$ cat src/rtl/di_mon_pkg.sv
package di_mon_pkg;

   localparam int NUM_WIRES   = 4;
   localparam int WA          = 3;
   localparam int WB          = 2;
   localparam int WY          = 1;
   localparam int WZ          = 0;
   localparam int CODE_W      = 3;

   localparam int MODE_MERGE  = 0;
   localparam int MODE_INV    = 1;
   localparam int MODE_CEL    = 2;
   localparam int MODE_ICEL   = 3;
   localparam int MODE_TOGGLE = 4;
   localparam int MODE_LAST   = MODE_TOGGLE;

   typedef enum logic [CODE_W-1:0] {
      ERR_NONE       = 3'd0,
      ERR_IN_BLOCKED = 3'd1,
      ERR_IN_PAIR    = 3'd2,
      ERR_OUT_EARLY  = 3'd3,
      ERR_TOG_SEQ    = 3'd4
   } err_code_e;

   localparam logic [NUM_WIRES-1:0] IN_MASK = 4'b1100;

   function automatic logic [NUM_WIRES-1:0] used_mask(input int mode);
      case (mode)
         MODE_INV:    return 4'b1001;
         MODE_TOGGLE: return 4'b1011;
         default:     return 4'b1101;
      endcase
   endfunction

endpackage

$ cat src/rtl/di_edge_track.sv
module di_edge_track #(
   parameter int           W    = 4,
   parameter logic [W-1:0] INIT = '0
) (
   input  logic         clk,
   input  logic         rst,
   input  logic [W-1:0] lv_i,
   output logic [W-1:0] prev_o,
   output logic [W-1:0] ev_o
);

   for (genvar i = 0; i < W; i++) begin : g_wire
      always_ff @(posedge clk) begin
         if (rst) prev_o[i] <= INIT[i];
         else     prev_o[i] <= lv_i[i];
      end
      assign ev_o[i] = lv_i[i] ^ prev_o[i];
   end

endmodule

$ cat src/rtl/di_rule_eval.sv
module di_rule_eval
   import di_mon_pkg::*;
#(
   parameter int MODE = MODE_MERGE
) (
   input  logic [NUM_WIRES-1:0] prev_i,
   input  logic [NUM_WIRES-1:0] ev_i,
   output err_code_e            code_o
);

   logic [NUM_WIRES-1:0] mid;
   assign mid = prev_i ^ (ev_i & IN_MASK);

   if (MODE == MODE_MERGE) begin : g_merge
      logic st_prev, st_mid, unused_bits;
      assign st_prev     = (prev_i[WA] ^ prev_i[WB]) == prev_i[WZ];
      assign st_mid      = (mid[WA] ^ mid[WB]) == mid[WZ];
      assign unused_bits = ^{prev_i[WY], ev_i[WY], mid[WY]};
      always_comb begin
         code_o = ERR_NONE;
         if (ev_i[WA] && ev_i[WB])                    code_o = ERR_IN_PAIR;
         else if ((ev_i[WA] || ev_i[WB]) && !st_prev) code_o = ERR_IN_BLOCKED;
         else if (ev_i[WZ] && st_mid)                 code_o = ERR_OUT_EARLY;
      end
   end else if (MODE == MODE_INV) begin : g_inv
      logic st_prev, st_mid, unused_bits;
      assign st_prev     = prev_i[WZ] != prev_i[WA];
      assign st_mid      = mid[WZ] != mid[WA];
      assign unused_bits = ^{prev_i[WB], prev_i[WY], ev_i[WB], ev_i[WY],
                             mid[WB], mid[WY]};
      always_comb begin
         code_o = ERR_NONE;
         if (ev_i[WA] && !st_prev)    code_o = ERR_IN_BLOCKED;
         else if (ev_i[WZ] && st_mid) code_o = ERR_OUT_EARLY;
      end
   end else if (MODE == MODE_CEL || MODE == MODE_ICEL) begin : g_cel
      localparam logic INV_A = (MODE == MODE_ICEL);
      logic pa_prev, pb_prev, pa_mid, pb_mid, unused_bits;
      assign pa_prev     = (prev_i[WA] ^ INV_A) != prev_i[WZ];
      assign pb_prev     = prev_i[WB] != prev_i[WZ];
      assign pa_mid      = (mid[WA] ^ INV_A) != mid[WZ];
      assign pb_mid      = mid[WB] != mid[WZ];
      assign unused_bits = ^{prev_i[WY], ev_i[WY], mid[WY]};
      always_comb begin
         code_o = ERR_NONE;
         if (ev_i[WA] && ev_i[WB])
            code_o = ERR_IN_PAIR;
         else if ((ev_i[WA] && pa_prev) || (ev_i[WB] && pb_prev))
            code_o = ERR_IN_BLOCKED;
         else if (ev_i[WZ] && !(pa_mid && pb_mid))
            code_o = ERR_OUT_EARLY;
      end
   end else begin : g_toggle
      logic pend_prev, pend_mid, want_z, unused_bits;
      assign pend_prev   = prev_i[WA] ^ prev_i[WY] ^ prev_i[WZ];
      assign pend_mid    = mid[WA] ^ mid[WY] ^ mid[WZ];
      assign want_z      = mid[WY] ^ mid[WZ];
      assign unused_bits = ^{prev_i[WB], ev_i[WB], mid[WB]};
      always_comb begin
         code_o = ERR_NONE;
         if (ev_i[WA] && pend_prev)                     code_o = ERR_TOG_SEQ;
         else if (ev_i[WY] && ev_i[WZ])                 code_o = ERR_TOG_SEQ;
         else if (ev_i[WY] && !(pend_mid && !want_z))   code_o = ERR_TOG_SEQ;
         else if (ev_i[WZ] && !(pend_mid && want_z))    code_o = ERR_TOG_SEQ;
      end
   end

endmodule

$ cat src/rtl/di_err_hold.sv
module di_err_hold
   import di_mon_pkg::*;
(
   input  logic              clk,
   input  logic              rst,
   input  err_code_e         code_i,
   output logic              err_pulse,
   output logic [CODE_W-1:0] err_code,
   output logic              err_sticky,
   output logic [CODE_W-1:0] err_first
);

   always_ff @(posedge clk) begin
      if (rst) begin
         err_pulse  <= 1'b0;
         err_code   <= '0;
         err_sticky <= 1'b0;
         err_first  <= '0;
      end else begin
         err_pulse <= (code_i != ERR_NONE);
         err_code  <= code_i;
         if (code_i != ERR_NONE && !err_sticky) begin
            err_sticky <= 1'b1;
            err_first  <= code_i;
         end
      end
   end


   pulse_sticky_chk: assert property (@(posedge clk) disable iff (rst)
      err_pulse |-> err_sticky);


   sticky_hold_chk: assert property (@(posedge clk) disable iff (rst)
      err_sticky |=> err_sticky);


   first_hold_chk: assert property (@(posedge clk) disable iff (rst)
      err_sticky |=> $stable(err_first));

endmodule

$ cat src/rtl/di_conformance_monitor.sv
module di_conformance_monitor
   import di_mon_pkg::*;
#(
   parameter int                   MODE = MODE_MERGE,
   parameter logic [NUM_WIRES-1:0] INIT = '0
) (
   input  logic              clk,
   input  logic              rst,
   input  logic              in_a,
   input  logic              in_b,
   input  logic              out_y,
   input  logic              out_z,
   output logic              err_pulse,
   output logic [CODE_W-1:0] err_code,
   output logic              err_sticky,
   output logic [CODE_W-1:0] err_first
);

   localparam logic [NUM_WIRES-1:0] USED = used_mask(MODE);

   if (MODE < 0 || MODE > MODE_LAST) begin : g_mode_bad
      $error("di_conformance_monitor: MODE outside 0..4");
   end

   logic [NUM_WIRES-1:0] lv, prev, ev_raw, ev_m;
   err_code_e            code;

   assign lv   = {in_a, in_b, out_y, out_z};
   assign ev_m = ev_raw & USED;

   di_edge_track #(.W(NUM_WIRES), .INIT(INIT)) u_track (
      .clk    (clk),
      .rst    (rst),
      .lv_i   (lv),
      .prev_o (prev),
      .ev_o   (ev_raw)
   );

   di_rule_eval #(.MODE(MODE)) u_rule (
      .prev_i (prev),
      .ev_i   (ev_m),
      .code_o (code)
   );

   di_err_hold u_hold (
      .clk        (clk),
      .rst        (rst),
      .code_i     (code),
      .err_pulse  (err_pulse),
      .err_code   (err_code),
      .err_sticky (err_sticky),
      .err_first  (err_first)
   );


   pair_flag_chk: assert property (@(posedge clk) disable iff (rst)
      (ev_m[WA] && ev_m[WB]) |=> (err_pulse && err_code == ERR_IN_PAIR));


   quiet_chk: assert property (@(posedge clk) disable iff (rst)
      (ev_m == '0) |=> !err_pulse);

endmodule

$ cat config.mk
export PLATFORM = sky130hd
export DESIGN_NAME = di_conformance_monitor
export DESIGN_NICKNAME = d
export VERILOG_FILES = /design/src/rtl/di_mon_pkg.sv /design/src/rtl/di_edge_track.sv /design/src/rtl/di_rule_eval.sv /design/src/rtl/di_err_hold.sv /design/src/rtl/di_conformance_monitor.sv
export SDC_FILE = /design/constraint.sdc
export NUM_CORES = 1
export LEC_CHECK = 0
export CAP_MARGIN = 20
export CORE_AREA = 2 2 39 41
export CTS_BUF_LIST = sky130_fd_sc_hd__clkbuf_4 sky130_fd_sc_hd__clkbuf_8
export CTS_CLUSTER_DIAMETER = 100
export DETAILED_ROUTE_END_ITERATION = 8
export DIE_AREA = 0 0 41 43
export PLACE_DENSITY = 0.71
export SYNTH_ARGS = -nofsm -noshare
export SYNTH_HDL_FRONTEND = slang
export SYNTH_SLANG_ARGS = --single-unit
export TNS_END_PERCENT = 10
$ cat constraint.sdc
create_clock -name clk -period 1.82 [get_ports clk]
set_input_delay 0.455 -clock clk [delete_from_list [all_inputs] [get_ports clk]]
set_output_delay 0.455 -clock clk [all_outputs]
set_load 0.02 [all_outputs]
# Word-level counts from Yosys, hierarchy flattened
# Cells that the tools add are included.
[classes] mul=0 muxes=3 order_cmp=0 addsub=0 n_shift=0 div_mod_pow=0 n_reduce_logical=8 n_bitwise=6 n_eq_ne=2
[op_table] op="3-bit two-way mux" n=2
[op_table] op="1-bit bitwise XOR" n=5
[op_table] op="1-bit logical AND" n=4
[op_table] op="4-bit bitwise XOR" n=1
[op_table] op="3-bit nonzero test" n=1
[op_table] op="1-bit == test" n=2
[op_table] op="1-bit zero test" n=2
[op_table] op="2-bit two-way mux" n=1
[op_table] op="1-bit logical OR" n=1
[word_totals] mem_bits_rw=0 inputBits=6 romBits=0 latch_bits=0 register_bits=12 out_inout_bits=8 n_memories=0 elab_cells=27

# Depth between registers and ports, before layout
[logic_depth] word_depth=10 ltp_mapped=6 ltp_nobuf=5

# Cells and area by module
# A second synthesis with hierarchy kept.
[hier_totals] hier_cells=46 hier_area_um2=488.0
[by_module_without_submodules] mod="di_err_hold" cells_per_inst=24 seq_area_each_um2=160.2 n_inst=1 area_each_um2=267.8
[by_module_without_submodules] mod="di_edge_track" cells_per_inst=12 seq_area_each_um2=80.1 n_inst=1 area_each_um2=140.1
[by_module_without_submodules] mod="di_rule_eval" cells_per_inst=9 seq_area_each_um2=0.0 n_inst=1 area_each_um2=76.3
[by_module_without_submodules] mod="di_conformance_monitor" cells_per_inst=1 seq_area_each_um2=0.0 n_inst=1 area_each_um2=3.8

# Worst setup path before layout
# OpenSTA, ideal clock, no wires.
[synth_timing] path_kind="input -> register" startpoint="in in_a" endpoint="reg u_hold.err_first[1]" n_path_buf=1 path_slack_ns=0.266 setup_ns=0.125 arrival_ns=1.429 stages=6 t_required_ns=1.695 path_cell_list="buf_2 -> and2b_1 -> nor3_1 -> a31oi_1 -> o22ai_1 -> o41a_1"
[synth_via] elab_chain_len=10 elab_cells_between_ends=13 cone_classes="1 x eq/ne; 3 x mux; 3 x bitwise; 6 x reduce/logical"
[synth_lines] element="start, declared" line="di_conformance_monitor.sv:9" text="input logic in_a,"
[synth_lines] element="1-bit bitwise XOR *" line="di_edge_track.sv:17" text="assign ev_o[i] = lv_i[i] ^ prev_o[i];"
[synth_lines] element="4-bit bitwise XOR" line="di_rule_eval.sv:12" text="assign mid = prev_i ^ (ev_i & IN_MASK);"
[synth_lines] element="1-bit bitwise XOR" line="di_rule_eval.sv:17" text="assign st_mid = (mid[WA] ^ mid[WB]) == mid[WZ];"
[synth_lines] element="1-bit == test" line="di_rule_eval.sv:17"
[synth_lines] element="1-bit logical AND" line="di_rule_eval.sv:23" text="else if (ev_i[WZ] && st_mid) code_o = ERR_OUT_EARLY;"
[synth_lines] element="2-bit two-way mux" line="di_rule_eval.sv:23"
[synth_lines] element="3-bit two-way mux" line="di_rule_eval.sv:22" text="else if ((ev_i[WA] || ev_i[WB]) && !st_prev) code_o = ERR_IN_BLOCKED;"
[synth_lines] element="3-bit two-way mux *" line="di_rule_eval.sv:21" text="if (ev_i[WA] && ev_i[WB]) code_o = ERR_IN_PAIR;"
[synth_lines] element="3-bit nonzero test" line="di_err_hold.sv:22" text="if (code_i != ERR_NONE && !err_sticky) begin"
[synth_lines] element="1-bit logical AND" line="di_err_hold.sv:22"
[synth_lines] element="end signal, assigned" line="di_err_hold.sv:24" text="err_first <= code_i;"
[synth_lines] element="end, declared" line="di_err_hold.sv:10" text="output logic [CODE_W-1:0] err_first"
# Every way passes the cells marked *; elsewhere a longest branch is shown, timed or not.
# A chain may end at the register's enable or synchronous reset.

# Worst setup path after layout
[layout_timing] startpoint="reg u_hold.err_sticky" endpoint="out err_sticky"
[layout_lines] element="start, declared" line="di_err_hold.sv:9" text="output logic err_sticky,"
[layout_lines] element="start signal, assigned" line="di_err_hold.sv:17" text="err_sticky <= 1'b0;"
[layout_lines] element="start signal, assigned" line="di_err_hold.sv:23" text="err_sticky <= 1'b1;"
[layout_lines] element="end, declared" line="di_conformance_monitor.sv:15" text="output logic err_sticky,"
# No word-level cell between the ends.

==> results.toml <==
[run_status]
status = "complete, no violations"

[worst_setup_path]
slowest_delay_ns = 0.63
cp_num_buf_inv = 1
crit_cells = 1
arrival_ns = 1.27
worst_setup_path_start_kind = "flip-flop"
worstPathRequired_ns = 1.36
cp-end-kind = "output pin"
timing.rr.start = "u_track.prev_o[3]"
cp_slowest_cell = "clkdlybuf4s50_1"
critPathTopFamily = "buffers and inverters"
reg2reg_depth = 5
worstSetupPathType = "flip-flop to output pin"
crit_fanout = 5
crit_end = "err_sticky"
crit_path_start = "u_hold.err_sticky"
r2r_end = "u_hold.err_first[1]"
r2r_setup_slack_ns = 0.17
crit_chain = "clkdlybuf4s50_1"

[power]
power_mw = 0.530
ir_drop_uv = 499
power_leakage_nw = 0.272
power_density_nw_per_um2 = 752

[place]
dp_hpwl_um = 742
dp_cells = 91
place_ws_ns = -0.421
io_buffers = 10
gp_congestion = 0.791

[floorplan]
die_h_um = 43
rows = 14
pin_count = 14
fp.dieArea_um2 = 1760
die_x_um = 41
initial_core_util_pct = 40.8
core-area_um2 = 1380

[sta]
finClkSkew_ns = 0.00248
final_hold_viol_count = 0
setup_viol = 0
fin_crit_ns = 1.73
worst_slack_ns = 0.0914
min_period_over_period_pct = 95.0
rsz0062_at_grt = "no"
max_freq_mhz = 579
final_max_slew_viol_count = 0

[routing]
drt_iter0_drc = 14
firstDrtPassIters = 4
wl_per_cell_um = 10.5
drc = 0
drt-total-wl_um = 995
vias = 495
via_per_inst = 5.21
ant_nets = 0

[clock_tree]
cts_tree = "built"
h-tree-depth = 1
clockBufferDepth = 2
cts_root_buf = "clkbuf_4"
clk_pin_slew_ns = 0.05
ctsHoldBuffers = 0
numClockSinks = 9
post-cts-setup-buffer-count = 0
cts_buffers = 3
clock_latency_ns = 0.25

[yosys]
syn_avg_cell_area_um2 = 8.55
synth_edf_count = 0
ys.flop_type = "dfxtp_1"
synth_seq_cells = 9
yosysSeqAreaShare_pct = 31.9
syn-instance-count = 66
synth.cell_area_um2 = 564
async_reset_ff_share_pct = 0
yosysUniqueCellTypes = 34
synth-warning-count = 0

[global_route]
grt_overflow = 0
grt_antenna_before_repair = 0
grt_max_degree = 14
first_global_vias = 362
grt_first_pass_wirelength_mm = 1.52
grt_use_total_pct = 13.3

[run]
cap_violations = 0

[final_layout]
fillers = 140
regArea_um2 = 180
diodes = 0
final_cells = 95
nNetsFinal = 86
area_growth_pct = 24.8
multi_input_area_um2 = 323
layout-drive-gt1-share_pct = 15.2

[min_path]
hold_path_class = "flip-flop to flip-flop"
## layout by cell type (no fill, tap or decap), types with 2 or more instances in the layout
master	count
nor2_1	6
a31oi_1	3
nand2b_1	2
nor3_1	2
a21oi_1	5
nor2b_1	3
dfxtp_1	9
xnor2_1	3
clkbuf_4	4
clkdlybuf4s50_1	8
inv_1	4
buf_4	5
conb_1	2
and2_1	2
## stage by stage
stage | hold slack, ns | util (%) | TNS [ns] | cell area (µm²)
final | 0.515 | 50.9 | 0 | 704
after global routing | 0.533 | 50.9 | 0 | 704
after CTS | 0.515 | 50.8 | 0 | 703
after detailed placement | 0.503 | 48.8 | -1.92 | 676
after global placement | 0.505 | 48.8 | -1.87 | 676
after floorplan | 0.576 | - | 0 | 568
## report_power, final
group          switching (mW)  internal [mW]  total (mW)
logic                  0.0679         0.0712       0.139
clock network          0.0616         0.0988       0.160
registers              0.0166          0.214       0.230
total                   0.146          0.384       0.530
## registers in the layout, summed over array words and instances, names as in the netlist
name / count
u_track.prev_o: 3
u_hold.err_code: 2
u_hold.err_first: 2
u_hold.err_pulse: 1
u_hold.err_sticky: 1
## synthesized netlist by cell type, drive strengths merged (2+ instances only)
cell    instances  area, µm²
a31oi           3       18.8
nor2b           3       18.8
inv             4       15.0
and2            2       12.5
buf             6       46.3
nand2b          2       12.5
a21oi           5       25.0
dfxtp           9        180
nor2            6       22.5
nor3            2       10.0
xnor2           3       26.3
## timing repair
action / 4_1_cts / 5_1_grt
resized for setup: 2 / 1
setup endpoints to repair: 4 / 1
hold endpoints to repair: 0 / 0
## logic make-up (layout without fill, tap and decap cells)
logic type | after synthesis | count (layout) | share of synthesized area (%)
and+or+nand+nor | 22 | 22 | 23.7
AOI/OAI and AO/OA | 20 | 20 | 27.5
buffers and inverters | 11 | 23 | 11.5
DFF | 9 | 9 | 31.9
xor gates and xnor gates | 3 | 3 | 4.66
other | 1 | 2 | 0.665
## cell type report
type	count	area share, %
clock buffers	4	4.26
inverters	4	2.13
multi-input cells	47	45.8
flip-flops and latches	9	25.6
well taps	16	2.84
repair buffers	15	19.4
## worst min-delay path by stage
stage	from	end	slack [ns]	cells after the start
after floorplan	u_hold.err_first[0]	u_hold.err_first[0]	0.58	2
after detailed placement	u_hold.err_first[0]	u_hold.err_first[0]	0.50	2
after global placement	u_hold.err_first[0]	u_hold.err_first[0]	0.50	2
after global routing	u_hold.err_first[0]	u_hold.err_first[0]	0.53	2
final	u_hold.err_first[0]	u_hold.err_first[0]	0.52	2
after CTS	u_hold.err_first[0]	u_hold.err_first[0]	0.52	2
## routing by layer
layer  track usage, %  part of all wire (%)
met1             16.9                    48
met2             16.6                    46
met3             9.42                   5.2
met4             6.00                  0.80
met5                0                     0
Power figures use the tool's default switching activity.
